`src/rtl/zbl_pkg.sv`:
```
package zbl_pkg;
  localparam int DEF_LANES  = 4;
  localparam int DEF_LANE_W = 9;

  // low two address bits for burst step n
  function automatic logic [1:0] burst_low(input logic ilv, input logic [1:0] base,
                                           input logic [1:0] n);
    return ilv ? (base ^ n) : (base + n);
  endfunction
endpackage

```
`src/rtl/zbl_burst.sv`:
```
module zbl_burst
  import zbl_pkg::*;
#(
  parameter int ADDR_W = 6
) (
  input  logic              clk_i,
  input  logic              rst_ni,
  input  logic              en_i,
  input  logic              cont_i,
  input  logic              sel_i,
  input  logic              wr_i,
  input  logic              ilv_i,
  input  logic [ADDR_W-1:0] addr_i,
  output logic              iss_vld_o,
  output logic              iss_wr_o,
  output logic [ADDR_W-1:0] iss_addr_o,
  output logic              act_o
);
  logic [ADDR_W-1:0] base_q;
  logic [1:0]        cnt_q, cnt_nx;
  logic              act_q, wr_q;

  assign cnt_nx = cnt_q + 2'd1;
  assign act_o  = act_q;

  always_comb begin
    if (cont_i) begin
      iss_vld_o  = act_q;
      iss_wr_o   = wr_q;
      iss_addr_o = {base_q[ADDR_W-1:2], burst_low(ilv_i, base_q[1:0], cnt_nx)};
    end else begin
      iss_vld_o  = sel_i;
      iss_wr_o   = wr_i;
      iss_addr_o = addr_i;
    end
  end

  always_ff @(posedge clk_i or negedge rst_ni) begin
    if (!rst_ni) begin
      base_q <= '0;
      cnt_q  <= '0;
      act_q  <= 1'b0;
      wr_q   <= 1'b0;
    end else if (en_i) begin
      if (cont_i) begin
        cnt_q <= cnt_nx;
      end else begin
        base_q <= addr_i;
        cnt_q  <= '0;
        act_q  <= sel_i;
        wr_q   <= wr_i;
      end
    end
  end
endmodule

```
`src/rtl/zbl_array.sv`:
```
module zbl_array #(
  parameter int ADDR_W = 6,
  parameter int LANES  = 4,
  parameter int LANE_W = 9,
  localparam int DEPTH  = 1 << ADDR_W,
  localparam int DATA_W = LANES * LANE_W
) (
  input  logic              clk_i,
  input  logic              wen_i,
  input  logic [ADDR_W-1:0] waddr_i,
  input  logic [LANES-1:0]  wbe_i,
  input  logic [DATA_W-1:0] wdata_i,
  input  logic [ADDR_W-1:0] raddr_i,
  output logic [DATA_W-1:0] rdata_o
);
  for (genvar g = 0; g < LANES; g++) begin : g_lane
    logic [LANE_W-1:0] mem [DEPTH];
    always_ff @(posedge clk_i) begin
      if (wen_i && wbe_i[g]) mem[waddr_i] <= wdata_i[g*LANE_W +: LANE_W];
    end
    assign rdata_o[g*LANE_W +: LANE_W] = mem[raddr_i];
  end
endmodule

```
`src/rtl/zbl_sram.sv`:
```
module zbl_sram
  import zbl_pkg::*;
#(
  parameter int ADDR_W = 6,
  parameter int LANES  = DEF_LANES,
  parameter int LANE_W = DEF_LANE_W,
  localparam int DATA_W = LANES * LANE_W
) (
  input  logic              clk_i,
  input  logic              rst_ni,
  input  logic              cke_ni,
  input  logic              cs0_ni,
  input  logic              cs1_i,
  input  logic              cs2_ni,
  input  logic              cont_i,
  input  logic              we_i,
  input  logic [LANES-1:0]  bwe_i,
  input  logic [ADDR_W-1:0] addr_i,
  input  logic [DATA_W-1:0] wdata_i,
  input  logic              burst_ilv_i,
  input  logic              oe_ni,
  output logic [DATA_W-1:0] rdata_o,
  output logic              rdrive_o
);
  typedef struct packed {
    logic              vld;
    logic              wr;
    logic [ADDR_W-1:0] addr;
    logic [LANES-1:0]  be;
  } op_t;

  logic              en, sel, burst_act;
  logic              iss_vld, iss_wr;
  logic [ADDR_W-1:0] iss_addr;
  op_t               s1_q, s2_q;
  logic [DATA_W-1:0] arr_rd, fwd_rd, s2_data_q, dout_q;
  logic              rd_q, s2_wen;

  assign en  = !cke_ni;
  assign sel = !cs0_ni && cs1_i && !cs2_ni;

  zbl_burst #(.ADDR_W(ADDR_W)) u_burst (
    .clk_i      (clk_i),
    .rst_ni     (rst_ni),
    .en_i       (en),
    .cont_i     (cont_i),
    .sel_i      (sel),
    .wr_i       (we_i),
    .ilv_i      (burst_ilv_i),
    .addr_i     (addr_i),
    .iss_vld_o  (iss_vld),
    .iss_wr_o   (iss_wr),
    .iss_addr_o (iss_addr),
    .act_o      (burst_act)
  );

  // write commits from stage 2 with the data on the bus this edge
  assign s2_wen = en && s2_q.vld && s2_q.wr;

  zbl_array #(.ADDR_W(ADDR_W), .LANES(LANES), .LANE_W(LANE_W)) u_array (
    .clk_i   (clk_i),
    .wen_i   (s2_wen),
    .waddr_i (s2_q.addr),
    .wbe_i   (s2_q.be),
    .wdata_i (wdata_i),
    .raddr_i (s1_q.addr),
    .rdata_o (arr_rd)
  );

  // stage-1 read sees the array before the stage-2 write lands: bypass per lane
  for (genvar g = 0; g < LANES; g++) begin : g_fwd
    assign fwd_rd[g*LANE_W +: LANE_W] =
      (s2_q.vld && s2_q.wr && s2_q.be[g] && (s2_q.addr == s1_q.addr))
        ? wdata_i[g*LANE_W +: LANE_W] : arr_rd[g*LANE_W +: LANE_W];
  end

  always_ff @(posedge clk_i or negedge rst_ni) begin
    if (!rst_ni) begin
      s1_q      <= '0;
      s2_q      <= '0;
      s2_data_q <= '0;
      dout_q    <= '0;
      rd_q      <= 1'b0;
    end else if (en) begin
      s1_q      <= '{vld: iss_vld, wr: iss_wr, addr: iss_addr, be: bwe_i};
      s2_q      <= s1_q;
      s2_data_q <= fwd_rd;
      rd_q      <= s2_q.vld && !s2_q.wr;
      if (s2_q.vld && !s2_q.wr) dout_q <= s2_data_q;
    end
  end

  assign rdrive_o = rd_q && !oe_ni;
  assign rdata_o  = rdrive_o ? dout_q : '0;
endmodule

```
`config.mk`:
```
export PLATFORM = sky130hd
export DESIGN_NAME = zbl_sram
export DESIGN_NICKNAME = d
export VERILOG_FILES = /design/src/rtl/zbl_pkg.sv /design/src/rtl/zbl_burst.sv /design/src/rtl/zbl_array.sv /design/src/rtl/zbl_sram.sv
export SDC_FILE = /design/constraint.sdc
export NUM_CORES = 2
export LEC_CHECK = 0
export BUFFER_PORTS_ARGS = -buffer_cell sky130_fd_sc_hd__buf_2
export CORE_MARGIN = 1
export CORE_UTILIZATION = 45
export DETAILED_ROUTE_END_ITERATION = 8
export GPL_TIMING_DRIVEN = 0
export SLEW_MARGIN = 20
export SYNTH_ARGS = -nofsm -noshare
export SYNTH_HDL_FRONTEND = slang
export SYNTH_SLANG_ARGS = --single-unit
```
`constraint.sdc`:
```
create_clock -name clk_i -period 3.7 [get_ports clk_i]
set_input_delay 0.555 -clock clk_i [delete_from_list [all_inputs] [get_ports clk_i]]
set_output_delay 0.555 -clock clk_i [all_outputs]
set_load 0.01 [all_outputs]
```
# Word-level counts from Yosys, hierarchy flattened
# Memories as Yosys holds them, arrays and structs flattened. A register that Yosys moved wholly into a read port is not among the register bits.
# Index checks and enable logic that the tools add are counted.
totals:
  out_inout_bits: 37
  inputBits: 56
  wordCells: 58
  ff_bits: 69
  ram_bits: 2304
  memories: 4
op_classes:
  n_mux: 12
  n_addsub: 2
  bitwise_logic: 3
  reduce_logical: 25
memory_table:
  columns: ["memory", "words", "word_bits", "read_ports", "rd_ports_with_merged_regs", "wr", "line", "source"]
  rows:
  - ["u_array.g_lane[0].mem", 64, 9, 1, 1, 1, "zbl_array.sv:17", "logic [LANE_W-1:0] mem [DEPTH];"]
  - ["u_array.g_lane[1].mem", 64, 9, 1, 1, 1, "zbl_array.sv:17", null]
  - ["u_array.g_lane[2].mem", 64, 9, 1, 1, 1, "zbl_array.sv:17", null]
  - ["u_array.g_lane[3].mem", 64, 9, 1, 1, 1, "zbl_array.sv:17", null]
ops:
  columns: ["op", "n"]
  rows:
  - ["2-to-1 mux 36 bit", 1]
  - ["zero test 1 bit", 13]
  - ["logical AND 1 bit", 10]
  - ["2-to-1 mux 1 bit", 8]
  - ["2-to-1 mux 6 bit", 1]
  - ["2-to-1 mux 2 bit", 2]
  - ["AND reduction 2 bit", 2]
  - ["adder 2 x 1 -> 2 bit, second input constant", 1]
  - ["adder 2 bit", 1]
  - ["NOT 1 bit", 2]
  - ["XOR 2 bit", 1]

# Logic depth before layout (Yosys ltp)
logic_depth:
  ltp_word: 6
  depth_mapped: 12
  mapped_depth_nobuf: 8

# Cells and area by module
# From an unflattened synthesis, not the netlist that was laid out.
hier_totals:
  hier_cells: 4475
  hier_area_um2: 93727.4
by_module_without_submodules:
  columns: ["module", "area_per_inst_um2", "seq_area_each_um2", "cells_per_inst", "n_inst"]
  rows:
  - ["zbl_array", 88312.2, 69186.4, 4030, 1]
  - ["zbl_sram", 4838.4, 2427.3, 404, 1]
  - ["zbl_burst", 576.8, 250.2, 41, 1]

# Least setup slack after synthesis
# No wires, ideal clock.
synth_path:
  kind: "reg2reg"
  startpoint: "register s1_q[4] (netlist name)"
  endpoint: "register s2_data_q[17], read port of u_array.g_lane[1].mem"
  path_buffers: 2
  required_time_ns: 3.572
  period_less_slack_ns: 2.592
  stages_incl_launch_ff: 8
  path_slack_ns: 1.108
  t_arrival_ns: 2.464
  setup_time_ns: 0.128
  cell_sequence: "dfrtp_1 buf_2 buf_1 mux4_2 mux4_2 mux2_2 a21oi_1 o21ai_1"
synth_rtl:
  columns: ["element", "line", "source"]
  rows:
  - ["from (decl)", "zbl_sram.sv:35", "op_t s1_q, s2_q;"]
  - ["from (signal assigned)", "zbl_sram.sv:85", "s1_q <= '{vld: iss_vld, wr: iss_wr, addr: iss_addr, be: bwe_i};"]
  - ["to (decl)", "zbl_sram.sv:36", "logic [DATA_W-1:0] arr_rd, fwd_rd, s2_data_q, dout_q;"]

# Final worst setup path
layout_path:
  startpoint: "register s2_q[5] (netlist name)"
  endpoint: "memory u_array.g_lane[1].mem[18][8], enable pin"
layout_rtl:
  columns: ["element", "line", "source"]
  rows:
  - ["from (decl)", "zbl_sram.sv:35", null]
  - ["from (signal assigned)", "zbl_sram.sv:86", "s2_q <= s1_q;"]
  - ["to (decl)", "zbl_array.sv:17", null]
# Straight into the memory's write port.

==> impl_metrics.ini <==
[clock_network]
post_cts_buffers = 0
cts_root_buf = clkbuf_16
clock-sinks = 2409
cts_tree = built
clk_latency_ns = 0.89
numCtsBuffers = 234
clk_pin_slew_ns = 0.07
cts_htree_levels = 4
clock_path_buffers = 3

[place]
place_congestion = 1.01
place_hpwl_um = 209000
port_buffers = 92
place_area_um2 = 97900

[synth]
netlist_area_um2 = 93400
synth_edf_count = 2304
yosys.area.top_type = edfxtp_1
yosysUniqueCellTypes = 54
yosysMostFrequentCell = edfxtp_1
ys_warn_count = 0
seq_area_frac_synth_pct = 76.9
synth-main-ff-cell = edfxtp_1
syn_avg_cell_area_um2 = 21.8
synthCells = 4289
synth_common_cells = edfxtp_1 (2304), mux4_2 (628), nor2_1 (297), clkbuf_1 (128)
ys_ff_latch = 2409
ys_top_cells_by_area = edfxtp_1 (74%), mux4_2 (15%), dfrtp_1 (2.8%)
async_flop_share_pct = 4.36
syn-num-nets = 4346
synth_top_area_share_pct = 74.1

[die]
die_x_um = 458
die_h_um = 458
pin_count = 93
start_util_pct = 45.5
core_area_um2 = 205000
rows = 166
dieArea_um2 = 209000

[grt]
grt_use_met3_pct = 8.99
antenna_found_initial = 22
grt.met1_usage_pct = 38.9
grt_pass1_wl_um = 416000
grt.total_usage_pct = 29.9
grt-busiest-layer = met2
grt_util_met2_pct = 45.1
grt_pass1_vias = 47600
overflow = 0
grt_start_max_net_pins = 82

[final_layout]
drive_gt1_share_pct = 31.4
final_area_um2 = 106000
fillers = 16000
final_nets = 4706
synthToLayoutAreaGrowth_pct = 13.6
final_core_util_pct = 51.7

[setup_path]
endpoint_kind = register
arrival_ns = 4.60
path_cells = clkbuf_1 -> nor3b_1 -> nand2_1 -> nor2_2
critPathLaunchType = register
critical_path.max_stage_delay_ns = 1.05
worst-r2r-cell-count = 4
required_ns = 4.19
path_buf_inv = 1
path_class = register to register
critical_path_cell_count = 4
cp_max_fo = 10
critical-path-top-delay-family = simple AND/OR/NAND/NOR gates
slowest_stage = nand2_1

[detailed_routing]
vias_per_cell = 6.52
firstDrtPassIters = 6
routed_wl_um = 313000
wire_per_inst_um = 41.4
vias = 49200
drtAntennaViolNets = 0
first_iter_violations = 7888
drc = 0

[outcome]
status = finished with violations
violations = negative setup slack

[power]
p_total_mw = 63.1
p_comb_share_pct = 14.5
leakagePower_nw = 32.9
p_int_mw = 46.5
swShare_pct = 26.4
power_density_nw_per_um2 = 594
p_sw_mw = 16.6
vdd_drop_max_v = 0.000516
p_clk_share_pct = 37.1
seqPwrFrac_pct = 48.4

[sta]
hold_violations = 0
finalCritPeriodShare_pct = 111
finalClockSkew_ns = 0.0743
slew_headroom_pct = 9.33
setup_ws_ns = -0.407
rsz0062_at_grt = yes
fin_setup_tns_ns = -40.89
drv_slew = 0
fmax_ghz = 0.243
hold_slack_ns = 0.139
setup_viol = 327
fin_crit_ns = 4.11
worstMarginPinSlew_ns = 1.36

[flow_run]
cap_violations = 0

[worst_hold_path]
min_path_type = input port to asynchronous set/reset pin
[logic make-up after synthesis]
logic type / after synthesis / share of synthesized area [%]
buffers and inverters: 261 / 1.30
AOI/OAI and AO/OA: 260 / 1.95
adders and majority gates: 1 / 0.0134
DFF: 2409 / 76.9
muxes: 811 / 17.2
xor gates and xnor gates: 9 / 0.0844
and+or+nand+nor: 538 / 2.54
[power groups by stage]
stage	Combinational (mW)	Clock (mW)	Sequential (mW)
6_report	9.15	23.4	30.5
2_1_floorplan	4.69	0	30.9
4_1_cts	8.86	23.5	30.5
3_5_place_dp	8.78	0	31.1
3_3_place_gp	8.60	0	31.1
5_1_grt	9.19	24.5	30.5
[metrics by stage]
stage / worst slack [ns] / cells
2_1_floorplan: 1.11 / 4289
4_1_cts: -0.140 / 7539
3_5_place_dp: -0.983 / 7088
5_1_grt: -0.333 / 7543
6_report: -0.407 / 7555
3_3_place_gp: -1.40 / 7069
[state kept, by name, summed over array words and instances, names as in the netlist]
name and count:
s1_q 10, u_burst.act_o 1, u_burst.wr_q 1, u_array.g_lane.mem 2304
s2_q 12, u_burst.base_q 6, s2_data_q 36, dout_q 36
u_burst.cnt_q 2, rd_q 1
[placed cells by master (no fill, tap or decap), types with 12 or more instances in the layout]
cell type	instances
clkbuf_8	22
clkbuf_1	139
mux2i_1	90
o21ai_1	19
edfxtp_1	2304
buf_4	71
and2_1	39
dfrtp_1	105
mux2_2	89
buf_1	19
nor3b_1	16
clkinv_1	44
nor3_1	13
clkbuf_16	238
o21ai_0	13
nor2b_1	13
a221oi_1	14
a21oi_1	54
nand3_1	12
buf_2	101
diode_2	15
clkbuf_2	52
clkinv_2	39
a221o_1	12
nand2_1	99
buf_6	20
a22oi_1	84
dlygate4sd3_1	14
nor2_2	173
mux4_2	628
nor2_1	115
[timing repair]
action	in CTS	in global routing
endpoints found under the hold margin	117	0
gates resized for setup	71	101
hold buffers	14	0
endpoints found under the setup margin	279	721
pin swaps	0	0
[worst register-to-register path: stages, from the launching register on]
cell and delay [ns]:
dfrtp_1 0.33, clkbuf_1 0.36, nor3b_1 1.01, nand2_1 1.05, nor2_2 0.94
[routing by layer]
metal  up-vias  wire length [um]
met4        10             19600
li1      18700                 -
met2      3272            142000
met5         -                69
met1     26500            115000
met3       752             35900
[final cells by class]
cell class / count / area [um2] / area share [%]
Sequential cell: 2409 / 71800 / 67.7
Multi-Input combinational cell: 1619 / 20900 / 19.7
Clock buffer: 324 / 6490 / 6.11
Tap cell: 2688 / 3360 / 3.17
Buffer: 256 / 1420 / 1.34
Timing Repair Buffer: 126 / 1120 / 1.06
Clock inverter: 115 / 935 / 0.881
Antenna cell: 15 / 37.5 / 0.0354
Inverter: 3 / 11.3 / 0.0106
[path summary, 6_finish.rpt]
kind,from,slack (ns),endpoint
setup / recovery,s2_q[5],-0.41,u_array.g_lane[1].mem[18][8]
hold / removal,rst_ni,0.14,dout_q[7]
setup reg to reg,s2_q[5],-0.41,u_array.g_lane[1].mem[18][8]
hold reg to reg,rd_q,0.48,rd_q
max in group asynchronous,rst_ni,2.73,dout_q[19]
min in group clk_i,wdata_i[8],0.16,u_array.g_lane[0].mem[51][8]
Note: power is estimated with default switching activity, not from simulation.
